[src/rtl/slotbus_pkg.sv]
package slotbus_pkg;

  typedef enum logic [2:0] {
    OP_NONE  = 3'd0,
    OP_START = 3'd1,
    OP_WRITE = 3'd2,
    OP_READ  = 3'd3,
    OP_STOP  = 3'd4
  } busOp_e;

  // Which condition makes the master pull SDA low in slot index 3
  typedef enum logic [1:0] {
    LO_NONE,
    LO_DATA,
    LO_ACK,
    LO_FORCE
  } loSrc_e;

  // Control-to-datapath strobes
  typedef struct packed {
    logic   loadCmd;
    logic   clrErr;
    logic   sample;
    logic   byteOp;
    logic   ackBit;
    logic   finish;
    logic   checkAck;
    logic   sclHi;
    logic   sclLo;
    logic   sdaHi;
    logic   sdaLoSlot;
    loSrc_e loSrc;
    logic   sdaLoEdge;
  } dpStrobe_t;

endpackage

[src/rtl/slotbus_ctrl.sv]
module slotbus_ctrl
  import slotbus_pkg::*;
#(
  parameter int HIGH_TICKS = 5
) (
  input  logic       clk,
  input  logic       rstN,
  input  logic       subTick,
  input  logic       cmdValid,
  input  logic [2:0] cmdOp,
  output logic       cmdReady,
  output dpStrobe_t  strb
);

  localparam int LOW_SLOTS  = 5;
  localparam int EDGE_SLOTS = 4;
  localparam int BYTE_CELLS = 9;
  localparam int HCW        = (HIGH_TICKS > 1) ? $clog2(HIGH_TICKS) : 1;
  localparam logic [HCW-1:0] HIGH_LAST = HCW'(HIGH_TICKS - 1);
  localparam logic [2:0] LOW_LAST  = 3'(LOW_SLOTS - 1);
  localparam logic [2:0] EDGE_LAST = 3'(EDGE_SLOTS - 1);
  localparam logic [3:0] ACK_IDX   = 4'(BYTE_CELLS - 1);

  typedef enum logic [2:0] {ST_IDLE, ST_PEND, ST_LOW, ST_HIGH, ST_EDGE} ctlState_e;

  ctlState_e      state;
  busOp_e         op;
  logic [2:0]     slotCnt;
  logic [HCW-1:0] highCnt;
  logic [3:0]     bitIdx;
  logic           busActive;
  logic           opValid;
  logic           accept;

  assign opValid  = (cmdOp >= 3'd1) && (cmdOp <= 3'd4);
  assign cmdReady = (state == ST_IDLE);
  assign accept   = cmdReady && cmdValid && opValid;

  always_ff @(posedge clk) begin
    if (!rstN) begin
      state     <= ST_IDLE;
      op        <= OP_NONE;
      slotCnt   <= '0;
      highCnt   <= '0;
      bitIdx    <= '0;
      busActive <= 1'b0;
    end else begin
      case (state)
        ST_IDLE: if (accept) begin
          op    <= busOp_e'(cmdOp);
          state <= ST_PEND;
        end
        ST_PEND: if (subTick) begin
          slotCnt <= '0;
          highCnt <= '0;
          bitIdx  <= '0;
          if (op == OP_START && !busActive) state <= ST_EDGE;
          else                              state <= ST_LOW;
        end
        ST_LOW: if (subTick) begin
          if (slotCnt == LOW_LAST) begin
            slotCnt <= '0;
            highCnt <= '0;
            state   <= (op == OP_START || op == OP_STOP) ? ST_EDGE : ST_HIGH;
          end else begin
            slotCnt <= slotCnt + 3'd1;
          end
        end
        ST_HIGH: if (subTick) begin
          if (highCnt == HIGH_LAST) begin
            if (bitIdx == ACK_IDX) begin
              state <= ST_IDLE;
            end else begin
              bitIdx <= bitIdx + 4'd1;
              state  <= ST_LOW;
            end
          end else begin
            highCnt <= highCnt + HCW'(1);
          end
        end
        ST_EDGE: if (subTick) begin
          if (slotCnt == EDGE_LAST) begin
            state     <= ST_IDLE;
            busActive <= (op == OP_START);
          end else begin
            slotCnt <= slotCnt + 3'd1;
          end
        end
        default: state <= ST_IDLE;
      endcase
    end
  end

  logic lowPh;
  logic edgePh;
  assign lowPh  = (state == ST_LOW);
  assign edgePh = (state == ST_EDGE);

  always_comb begin
    strb           = '0;
    strb.loadCmd   = accept;
    strb.clrErr    = accept && (cmdOp == 3'd1);
    strb.sample    = lowPh && subTick && (slotCnt == LOW_LAST);
    strb.byteOp    = (op == OP_WRITE) || (op == OP_READ);
    strb.ackBit    = (bitIdx == ACK_IDX);
    strb.finish    = (state == ST_HIGH) && subTick && (highCnt == HIGH_LAST) && (bitIdx == ACK_IDX);
    strb.checkAck  = (op == OP_WRITE);
    strb.sclHi     = ((state == ST_HIGH) && (highCnt == '0)) || (edgePh && slotCnt == 3'd0);
    strb.sclLo     = lowPh;
    strb.sdaHi     = (lowPh && slotCnt == 3'd1) || (edgePh && slotCnt == 3'd2 && op == OP_STOP);
    strb.sdaLoSlot = lowPh && (slotCnt == 3'd3);
    strb.sdaLoEdge = edgePh && (slotCnt == 3'd2) && (op == OP_START);
    case (op)
      OP_STOP:  strb.loSrc = LO_FORCE;
      OP_WRITE: strb.loSrc = (bitIdx == ACK_IDX) ? LO_NONE : LO_DATA;
      OP_READ:  strb.loSrc = (bitIdx == ACK_IDX) ? LO_ACK : LO_NONE;
      default:  strb.loSrc = LO_NONE;
    endcase
  end

  // a low phase never runs past its fifth slot
  p_slot_bound_r2: assert property (@(posedge clk) disable iff (!rstN)
    (state == ST_LOW) |-> (slotCnt <= LOW_LAST));

  // taking a command drops ready on the next clock
  p_take_drops_ready_r1: assert property (@(posedge clk) disable iff (!rstN)
    (cmdValid && cmdReady && opValid) |=> !cmdReady);

  // an unknown code leaves the block idle
  p_bad_code_ignored_r1: assert property (@(posedge clk) disable iff (!rstN)
    (cmdReady && cmdValid && !opValid) |=> cmdReady);

  // the high phase counter stays inside its window
  p_high_bound_r5: assert property (@(posedge clk) disable iff (!rstN)
    (state == ST_HIGH) |-> (highCnt <= HIGH_LAST));

endmodule

[src/rtl/slotbus_dp.sv]
module slotbus_dp
  import slotbus_pkg::*;
(
  input  logic       clk,
  input  logic       rstN,
  input  dpStrobe_t  strb,
  input  logic [7:0] cmdData,
  input  logic       cmdNack,
  input  logic       sdaIn,
  output logic       sclDriveHi,
  output logic       sclDriveLo,
  output logic       sclKeep,
  output logic       sdaDriveHi,
  output logic       sdaDriveLo,
  output logic       sdaKeep,
  output logic       sdaSample,
  output logic       rspValid,
  output logic [7:0] rspData,
  output logic       rspNack,
  output logic       protoErr
);

  logic [7:0] shReg;
  logic       ackOut;
  logic       ackSmp;
  logic       masterLo;

  always_comb begin
    case (strb.loSrc)
      LO_DATA:  masterLo = !shReg[7];
      LO_ACK:   masterLo = !ackOut;
      LO_FORCE: masterLo = 1'b1;
      default:  masterLo = 1'b0;
    endcase
  end

  assign sclDriveHi = strb.sclHi;
  assign sclDriveLo = strb.sclLo;
  assign sdaDriveHi = strb.sdaHi;
  assign sdaDriveLo = (strb.sdaLoSlot && masterLo) || strb.sdaLoEdge;
  assign sclKeep    = !sclDriveHi && !sclDriveLo;
  assign sdaKeep    = !sdaDriveHi && !sdaDriveLo;

  always_ff @(posedge clk) begin
    if (!rstN) begin
      shReg     <= '0;
      ackOut    <= 1'b0;
      ackSmp    <= 1'b0;
      sdaSample <= 1'b1;
      rspValid  <= 1'b0;
      rspData   <= '0;
      rspNack   <= 1'b0;
      protoErr  <= 1'b0;
    end else begin
      rspValid <= 1'b0;
      if (strb.loadCmd) begin
        shReg  <= cmdData;
        ackOut <= cmdNack;
      end
      if (strb.clrErr) protoErr <= 1'b0;
      if (strb.sample) begin
        sdaSample <= sdaIn;
        if (strb.byteOp) begin
          if (strb.ackBit) ackSmp <= sdaIn;
          else             shReg  <= {shReg[6:0], sdaIn};
        end
      end
      if (strb.finish) begin
        rspValid <= 1'b1;
        rspData  <= shReg;
        rspNack  <= ackSmp;
        if (strb.checkAck && ackSmp) protoErr <= 1'b1;
      end
    end
  end

  // opposing drivers on one wire are never on together
  p_sda_exclusive_r6: assert property (@(posedge clk) disable iff (!rstN)
    !(sdaDriveHi && sdaDriveLo));
  p_scl_exclusive_r6: assert property (@(posedge clk) disable iff (!rstN)
    !(sclDriveHi && sclDriveLo));

  // a pull-down never directly follows the precharge slot
  p_guard_after_hi_r4: assert property (@(posedge clk) disable iff (!rstN)
    sdaDriveHi |=> !sdaDriveLo);

  // SDA is never pulled low while SCL is being driven high
  p_lo_not_on_rise_r4: assert property (@(posedge clk) disable iff (!rstN)
    sdaDriveLo |-> !sclDriveHi);

  // the response strobe lasts one clock
  p_rsp_pulse_r8: assert property (@(posedge clk) disable iff (!rstN)
    rspValid |=> !rspValid);

  // the error flag holds until a start clears it
  p_err_sticky_r10: assert property (@(posedge clk) disable iff (!rstN)
    (protoErr && !strb.clrErr) |=> protoErr);

endmodule

[src/rtl/slotBusMaster.sv]
module slotBusMaster
  import slotbus_pkg::*;
#(
  parameter int HIGH_TICKS = 5
) (
  input  logic       clk,
  input  logic       rstN,
  input  logic       subTick,
  input  logic       cmdValid,
  input  logic [2:0] cmdOp,
  input  logic [7:0] cmdData,
  input  logic       cmdNack,
  output logic       cmdReady,
  output logic       sclDriveHi,
  output logic       sclDriveLo,
  output logic       sclKeep,
  output logic       sdaDriveHi,
  output logic       sdaDriveLo,
  output logic       sdaKeep,
  input  logic       sdaIn,
  output logic       sdaSample,
  output logic       rspValid,
  output logic [7:0] rspData,
  output logic       rspNack,
  output logic       protoErr
);

  dpStrobe_t strb;

  slotbus_ctrl #(.HIGH_TICKS(HIGH_TICKS)) u_ctrl (
    .clk      (clk),
    .rstN     (rstN),
    .subTick  (subTick),
    .cmdValid (cmdValid),
    .cmdOp    (cmdOp),
    .cmdReady (cmdReady),
    .strb     (strb)
  );

  slotbus_dp u_dp (
    .clk        (clk),
    .rstN       (rstN),
    .strb       (strb),
    .cmdData    (cmdData),
    .cmdNack    (cmdNack),
    .sdaIn      (sdaIn),
    .sclDriveHi (sclDriveHi),
    .sclDriveLo (sclDriveLo),
    .sclKeep    (sclKeep),
    .sdaDriveHi (sdaDriveHi),
    .sdaDriveLo (sdaDriveLo),
    .sdaKeep    (sdaKeep),
    .sdaSample  (sdaSample),
    .rspValid   (rspValid),
    .rspData    (rspData),
    .rspNack    (rspNack),
    .protoErr   (protoErr)
  );

endmodule

[config.mk]
export PLATFORM = sky130hd
export DESIGN_NAME = slotBusMaster
export DESIGN_NICKNAME = d
export VERILOG_FILES = /design/src/rtl/slotbus_pkg.sv /design/src/rtl/slotbus_ctrl.sv /design/src/rtl/slotbus_dp.sv /design/src/rtl/slotBusMaster.sv
export SDC_FILE = /design/constraint.sdc
export NUM_CORES = 1
export LEC_CHECK = 0
export CAP_MARGIN = 20
export CORE_MARGIN = 1.5
export CORE_UTILIZATION = 50
export CTS_CLUSTER_DIAMETER = 80
export DETAILED_ROUTE_END_ITERATION = 16
export PLACE_DENSITY = 0.82
export SYNTH_ARGS = -nofsm -noshare
export SYNTH_HDL_FRONTEND = slang
export SYNTH_HIERARCHICAL = 1
export SYNTH_SLANG_ARGS = --single-unit
[constraint.sdc]
create_clock -name clk -period 3.6 [get_ports clk]
set_input_delay 0.72 -clock clk [delete_from_list [all_inputs] [get_ports clk]]
set_output_delay 0.72 -clock clk [all_outputs]
set_load 0.005 [all_outputs]
==> flow_summary.ini, run 1 <==
[run_status]
status = completed

[timing]
fin_setup_tns_ps = 0
max_slew.worst_pin.slew_ps = 629
setup_viol = 0
layout_setup_ws_ps = 307
slew_headroom_pct = 57.4
finalCritPeriodShare_pct = 91.5
min_period_ps = 3290
rsz0062_at_grt = no
drv_slew = 0
hold_viol_final = 0
skew_ps = 9.01
fmax_ghz = 0.304

[pwr]
leakagePower_uw = 0.000997
power.density_nw_per_um2 = 402
ir_worst_vdd_mv = 0.247

[synthesis]
syn_inst = 245
yosysSeqAreaShare_pct = 34.3
synth_edf_count = 0
synth-async-reset-ratio_pct = 0
synth_fp_nets = 271
synth_cell_types = 56
ys_seq_elements = 39
yosys_warnings = 6
mappedNetlistArea_um2 = 2280
ys.flop_type = dfxtp_1
postSynthAreaPerCell_um2 = 9.30

[critical_path]
worstSetupPathType = flip-flop to primary output
start_kind = flip-flop
critical_path_required_ps = 2880
cp_top_family = simple AND/OR/NAND/NOR gates
cp_slowest_cell = dfxtp_1
endpoint_kind = primary output
crit_path_max_incr_delay_ps = 700
critPathMaxFanout = 13
path_buf_inv = 1
r2r_slack_ps = 1380
crit_arrival_ps = 2570
crit_chain = nor3b_4 -> and2_1 -> and3_1 -> or2_2 -> a311oi_1 -> clkdlybuf4s50_1

[drt]
first_iter_violations = 85
via_per_inst = 5.87
wirelength_mm = 4.94
wl_per_cell_um = 15.1
drtPass1Iterations = 4
antenna_left = 0
drc = 0
vias = 1919

[clock_tree]
clkTransAtPathRegs_ps = 80
cts_tree = built
post_cts_buffers = 0
hold_buffers = 0
cts_buffer_depth = 2
cts_root_buf = clkbuf_8
clk-insertion-delay-late_ps = 290
htreeDepth = 2
cts_resized = 0
cts_buffers = 5
clkSinkCount = 39

[layout]
multiInputGateArea_um2 = 1330
drive_above_1_share_pct = 10.5
area_growth_pct = 17.7
layout_common_cells = dfxtp_1, clkdlybuf4s50_1, nor2_1, mux2i_1, inv_1
nNetsFinal = 300
ff_latch_area_um2 = 781
fin_area_um2 = 2680
antenna_cells = 0
fillers = 367
final_common_cell = dfxtp_1
layout.cells.non_filler = 327

[floorplanning]
die-width_um = 70.5
die_y_um = 70.5
row_count = 24
coreArea_um2 = 4380
io_pins = 36
start_util_pct = 52.0
dieArea_um2 = 4970

[global_route]
grt_use_total_pct = 20.8
grt_pass1_wl_mm = 8.45
grt_max_degree = 20
antenna_found_initial = 0
first_global_vias = 1898
globalRouteOverflowTotal = 0

[place]
gp_congestion = 0.910
dp_hpwl_mm = 3.69
place_ws_ps = 630
placed_area_um2 = 2600
dpl.cell_count = 319
port_buffers = 35

[min_path]
hold_path_class = flip-flop to flip-flop

[job]
cap_violations = 0
logic make-up after synthesis:
family / synth area share, %
compound gates: 19.6
fa+ha+maj: 4.94
flops: 34.3
xor+xnor: 0.384
buf+inv: 7.52
simple gates: 21.8
mux: 11.5
sequential cells by signal, indices dropped and copies added (netlist names):
signal and count:
u_ctrl/state 3, u_dp/protoErr 1, u_ctrl/highCnt 3, u_dp/ackSmp 1, u_ctrl/slotCnt 3, u_dp/sdaSample 1
u_dp/rspData 8, u_dp/rspNack 1, u_dp/rspValid 1, u_dp/shReg 8, u_ctrl/bitIdx 4, u_ctrl/busActive 1
u_ctrl/op 3, u_dp/ackOut 1
metrics by stage:
stage	hold slack (ps)	power (uW)	utilization [%]
final	493	1080	61.2
after global routing	528	1130	61.2
after CTS	502	1080	61.2
after detailed placement	484	787	59.2
after global placement	466	781	59.2
after floorplan	451	722	-
cell usage after synthesis, drive strengths merged, types with 7 or more instances:
| library cell | count | area, um^2 |
|---|---|---|
| a221oi | 8 | 120 |
| buf | 13 | 108 |
| nor2 | 29 | 109 |
| mux2i | 25 | 250 |
| dfxtp | 39 | 781 |
| a21oi | 10 | 53.8 |
| nand2 | 13 | 48.8 |
| ha | 9 | 113 |
| nand3 | 7 | 35.0 |
| inv | 16 | 60.1 |
| o21ai | 8 | 40.0 |
path summary, 6_finish.rpt:
path              startpoint       endpoint  cells after the start
min            u_dp/protoErr  u_dp/protoErr                      2
min reg2reg    u_dp/protoErr  u_dp/protoErr                      2
max          u_ctrl/state[0]        sdaKeep                      6
max reg2reg  u_ctrl/state[0]  u_dp/shReg[5]                      6
report_power, final:
part	internal [uW]	switching, uW
logic	132	145
clock network	136	161
registers	457	46.2
routing by layer:
layer  vias up  wire [um]  track usage [%]
li1        945          -                -
met1       911       2220             25.2
met2        58       2450             36.3
met3         5        237             4.91
met4         0         36             6.41
met5         -          0                0
layout make-up:
type	instances	area share [%]
Clock buffer	6	2.71
Tap cell	52	2.43
Timing Repair Buffer	36	13.3
Clock inverter	2	0.467
Sequential cell	39	29.1
Inverter	16	2.24
Multi-Input combinational cell	176	49.7
worst min-delay path, stage by stage, from the launching register on:
cell and delay, ps:
dfxtp_1 320, nand2b_1 60, a21oi_1 60
(Power assumes the default switching activity.)
==> run 2: changes to the inputs <==
GPL_ROUTABILITY_DRIVEN = 1   (was default)
==> results of run 2 <==
Same layout as run 1: the final DEF is identical, and so are final timing and power.
